<file path="src/rtl/fifo_level_swap_pkg.sv">
package fifo_level_swap_pkg;

    localparam int MODE_W = 2;

    localparam logic [MODE_W-1:0] MODE_TX_ONLY = 2'b01;
    localparam logic [MODE_W-1:0] MODE_ALT     = 2'b11;

    typedef enum logic [1:0] {
        SRC_SCRATCH = 2'd0,
        SRC_RX      = 2'd1,
        SRC_TX      = 2'd2
    } rd_src_t;

    typedef enum logic {
        ALT_NEXT_RX = 1'b0,
        ALT_NEXT_TX = 1'b1
    } alt_state_t;

endpackage

</file>
<file path="src/rtl/lvl_scratch_store.sv">
module lvl_scratch_store #(
    parameter int DATA_W = 8
) (
    input  logic              clk,
    input  logic              rst_n,
    input  logic              we,
    input  logic [DATA_W-1:0] din,
    output logic [DATA_W-1:0] q
);

    always_ff @(posedge clk or negedge rst_n) begin
        if (!rst_n) begin
            q <= '0;
        end else if (we) begin
            q <= din;
        end
    end

endmodule

</file>
<file path="src/rtl/lvl_mode_seq.sv">
module lvl_mode_seq
    import fifo_level_swap_pkg::*;
(
    input  logic              clk,
    input  logic              rst_n,
    input  logic              mode_wr,
    input  logic [MODE_W-1:0] mode_din,
    input  logic              swap_en,
    input  logic              rd_stb,
    output logic [MODE_W-1:0] mode_q,
    output alt_state_t        state_q,
    output rd_src_t           src
);

    alt_state_t state_d;
    logic       advance;

    // Level-select field: written only, never read back.
    always_ff @(posedge clk or negedge rst_n) begin
        if (!rst_n) begin
            mode_q <= '0;
        end else if (mode_wr) begin
            mode_q <= mode_din;
        end
    end

    assign advance = rd_stb && swap_en && (mode_q == MODE_ALT);

    // State register
    always_ff @(posedge clk or negedge rst_n) begin
        if (!rst_n) begin
            state_q <= ALT_NEXT_RX;
        end else begin
            state_q <= state_d;
        end
    end

    // Next state
    always_comb begin
        state_d = state_q;
        if (mode_wr) begin
            state_d = ALT_NEXT_RX;
        end else if (advance) begin
            unique case (state_q)
                ALT_NEXT_RX: state_d = ALT_NEXT_TX;
                ALT_NEXT_TX: state_d = ALT_NEXT_RX;
            endcase
        end
    end

    // Outputs: read source
    always_comb begin
        if (!swap_en) begin
            src = SRC_SCRATCH;
        end else if (!mode_q[0]) begin
            src = SRC_RX;
        end else if (mode_q == MODE_TX_ONLY) begin
            src = SRC_TX;
        end else begin
            unique case (state_q)
                ALT_NEXT_RX: src = SRC_RX;
                ALT_NEXT_TX: src = SRC_TX;
            endcase
        end
    end

endmodule

</file>
<file path="src/rtl/lvl_read_mux.sv">
module lvl_read_mux
    import fifo_level_swap_pkg::*;
#(
    parameter int DATA_W = 8,
    parameter int LVL_W  = 7
) (
    input  rd_src_t           src,
    input  logic [DATA_W-1:0] scratch,
    input  logic [LVL_W-1:0]  rx_level,
    input  logic [LVL_W-1:0]  tx_level,
    output logic [DATA_W-1:0] rd_data
);

    localparam int PAD_W = DATA_W - LVL_W;

    logic [DATA_W-1:0] rx_ext;
    logic [DATA_W-1:0] tx_ext;

    generate
        if (PAD_W > 0) begin : g_pad
            assign rx_ext = {{PAD_W{1'b0}}, rx_level};
            assign tx_ext = {{PAD_W{1'b0}}, tx_level};
        end else begin : g_nopad
            assign rx_ext = rx_level[DATA_W-1:0];
            assign tx_ext = tx_level[DATA_W-1:0];
        end
    endgenerate

    always_comb begin
        unique case (src)
            SRC_SCRATCH: rd_data = scratch;
            SRC_RX:      rd_data = rx_ext;
            SRC_TX:      rd_data = tx_ext;
            default:     rd_data = '0;
        endcase
    end

endmodule

</file>
<file path="src/rtl/fifo_level_swap_reg.sv">
module fifo_level_swap_reg
    import fifo_level_swap_pkg::*;
#(
    parameter int DATA_W = 8,
    parameter int LVL_W  = 7
) (
    input  logic              clk,
    input  logic              rst_n,
    input  logic              scratch_wr,
    input  logic              mode_wr,
    input  logic              lvl_rd,
    input  logic [DATA_W-1:0] wr_data,
    input  logic              swap_en,
    input  logic [LVL_W-1:0]  rx_level,
    input  logic [LVL_W-1:0]  tx_level,
    output logic [DATA_W-1:0] rd_data
);

    logic [DATA_W-1:0] scratch_q;
    logic [MODE_W-1:0] mode_q;
    alt_state_t        alt_state;
    rd_src_t           src;

    lvl_scratch_store #(.DATA_W(DATA_W)) u_store (
        .clk   (clk),
        .rst_n (rst_n),
        .we    (scratch_wr),
        .din   (wr_data),
        .q     (scratch_q)
    );

    lvl_mode_seq u_seq (
        .clk      (clk),
        .rst_n    (rst_n),
        .mode_wr  (mode_wr),
        .mode_din (wr_data[MODE_W-1:0]),
        .swap_en  (swap_en),
        .rd_stb   (lvl_rd),
        .mode_q   (mode_q),
        .state_q  (alt_state),
        .src      (src)
    );

    lvl_read_mux #(.DATA_W(DATA_W), .LVL_W(LVL_W)) u_mux (
        .src      (src),
        .scratch  (scratch_q),
        .rx_level (rx_level),
        .tx_level (tx_level),
        .rd_data  (rd_data)
    );

endmodule

</file>
<file path="config.mk">
export PLATFORM = sky130hd
export DESIGN_NAME = fifo_level_swap_reg
export DESIGN_NICKNAME = d
export VERILOG_FILES = /design/src/rtl/fifo_level_swap_pkg.sv /design/src/rtl/lvl_scratch_store.sv /design/src/rtl/lvl_mode_seq.sv /design/src/rtl/lvl_read_mux.sv /design/src/rtl/fifo_level_swap_reg.sv
export SDC_FILE = /design/constraint.sdc
export NUM_CORES = 1
export LEC_CHECK = 0
export BUFFER_PORTS_ARGS = -buffer_cell sky130_fd_sc_hd__buf_2
export CORE_MARGIN = 2
export CORE_UTILIZATION = 43
export CTS_CLUSTER_DIAMETER = 120
export DETAILED_ROUTE_END_ITERATION = 10
export MAX_ROUTING_LAYER = met4
export PLACE_DENSITY = 0.8
export REMOVE_ABC_BUFFERS = 1
export SETUP_SLACK_MARGIN = 0.1
export SYNTH_ARGS = -nofsm -noshare
export SYNTH_HDL_FRONTEND = slang
export SYNTH_SLANG_ARGS = --single-unit
</file>
<file path="constraint.sdc">
create_clock -name clk -period 2.7 [get_ports clk]
set_input_delay 0.27 -clock clk [delete_from_list [all_inputs] [get_ports clk]]
set_output_delay 0.27 -clock clk [all_outputs]
set_load 0.02 [all_outputs]
</file>
==> impl_results.md <==
* Via/cell ratio at a little over 5
* Slew @ Worst Pin at between 0.2 and 0.3 ns
* Global route overflow at 0
* Area Growth Syn to Fin at 35.8%
* RSZ-0062 raised after global routing: false
* DR pass1 iterations at 2
* N_diodes at 0
* Worst vdd ir at about 0.00025 V
* Clock skew at approximately 0.00028 ns
* Fin. Hold Viols at 0
* Synthesized cell area at just under 600 um2
* Yosys top cell by area: dfrtp_1
* GPL Wtd Cong at between 0.7 and 0.8
* Crit path time final at approximately 1.7 ns
* Post-CTS Repair Setup Buffers at 0
* # hold bufs at CTS at 1
* Final Max Slew Viols at 0
* Die H at between 40 and 50 um
* Hold slack at around 0.20 ns
* Layout Nets at 111
* Initial antenna violation count at 0
* Most frequent cells in the layout: 35 x buf_2, 11 x dfrtp_1, 9 x mux2_2
* Vias at 491
* CTS buffer count at 3
* Cell variety after synth at 13
* Worst-path clk slew at 0.06 ns
* Num rows at 13
* WL final at about 1100 um
* Main area contributors after synthesis: dfrtp_1 47%, mux2_2 17%, a221o_1 12%
* Register area at ~280 um2
* First-pass GRT wire length at 1420 um
* Clk_lat worst skew at between 0.2 and 0.3 ns
* Max Cap Viol at 0
* DRC violations left at 0
* Worst setup path class: reg2out
* Total power at 0.405 mW
* Area of the die at 1670 um2
* Starting Density at 45.5%
* Seq/Total Area, Yosys at 47.1%
* ANT nets after route at 0
* HP Class: in2reg
* Flops & latches, synth at 11
* Sink Count at 11
* Synth Instances at between 40 and 50
* Worst setup EP type: primary output
* Pin count of the biggest net entering global routing at 12
* Pleak at just under 0.4 nW
* Setup TNS at 0 ns
* Relative slew margins at around 80%
* CTS Root Cell: clkbuf_4
* # fillers at between 100 and 150
* CTS H-tree lvls at 1
* CTS tree: built
* # resized after CTS at 0
* Core footprint at about 1300 um2
* IO Pins at 36
* Vias in the first global route at around 380
* Avg Cell Area, Syn at around 13 um2
* Share of the synthesized area in the top cell type at around 47%
* Commonest non-fill, non-tap cell in the layout: buf_2
* Die Wd at approximately 40 um
* Fmax at 585 MHz
* Area occupied by multi-input gates at between 200 and 300 um2
* CP startpoint kind: register
* Status: complete, no violations
* Port Buf Inserts at 35
* CTS Buffer Depth at 2
* Post-layout util at 61.7%
* Worst-path maximum fanout at 7
* Wirelength per Cell at between 10 and 15 um
* PD cells at approximately 500 nW/um2
* Layout cell share with drive strength beyond 1 at about three fifths
* Post-route clock period utilization at 63.3%
* Yosys Warn Count at 0
* Worst Path Arrival at between 1 and 1.5 ns
* CP Data Required Time at 2.43 ns
* Global-route usage over all layers at approximately 14%
* First-iteration detailed-routing DRC count at 3
* # setup viols final at 0
cells by family after synthesis:
group | count (synthesis) | share of synthesized area, %
simple gates | 12 | 14.6
compound gates | 8 | 13.9
xor+xnor | 1 | 1.50
mux | 10 | 19.3
flops | 11 | 47.1
buf+inv | 3 | 3.64
layout make-up:
| class | instances | share of cell area [%] |
|---|---|---|
| tap | 15 | 2.37 |
| sequential | 11 | 34.7 |
| multi-input combinational | 31 | 36.3 |
| clock buffer | 4 | 3.31 |
| timing repair buffer | 36 | 23.3 |
metrics by stage:
step                      area (um2)  std cells  worst slack [ns]
after floorplan                  563         42              1.35
after global placement           757         92              1.29
after detailed placement         757         92              1.26
after CTS                        793         97             0.970
after global routing             793         97             0.877
final                            793         97             0.991
layer usage:
metal / vias up / track usage (%) / part of all wire (%)
li1: 245 / - / -
met1: 221 / 14.1 / 41
met2: 25 / 23.8 / 48
met3: 0 / 2.17 / 11
met4: 0 / 12.5 / 0
met5: - / - / 0
power breakdown:
part           switching [mW]  internal (mW)
Combinational          0.0504         0.0576
Clock                  0.0499         0.0570
Sequential            0.00976          0.180
synthesized netlist by cell type:
master    number
xor2_1         1
mux2_1         1
mux2_2         9
dfrtp_1       11
nand2b_4       1
a21boi_2       1
nor2_1         1
and3_4         1
nor2b_1        8
nand4_1        1
a221o_1        7
buf_2          2
buf_6          1
final timing paths:
check                                             from                   endpoint  slack [ns]  cells past startpoint
setup / recovery             u_seq.state_q$_DFFE_PN0P_                 rd_data[0]        0.99                      4
hold / removal                                 mode_wr  u_seq.state_q$_DFFE_PN0P_        0.20                      2
setup reg to reg           u_seq.mode_q[0]$_DFFE_PN0P_  u_seq.state_q$_DFFE_PN0P_        1.84                      3
hold reg to reg               u_store.q[1]$_DFFE_PN0P_   u_store.q[1]$_DFFE_PN0P_        0.50                      1
max in group asynchronous                        rst_n   u_store.q[1]$_DFFE_PN0P_        2.10                      2
min in group asynchronous                        rst_n   u_store.q[3]$_DFFE_PN0P_        0.40                      2
sequential cells by signal, summed over array words and instances, names as in the netlist:
register / cells
u_seq.mode_q: 2
u_seq.state_q: 1
u_store.q: 8
worst max-delay path, cell delays in order (launching register included):
cell,delay (ns)
dfrtp_1,0.39
nand2b_4,0.15
and3_4,0.20
a221o_1,0.29
buf_2,0.16
No activity file was read; power rests on OpenSTA's default activity.
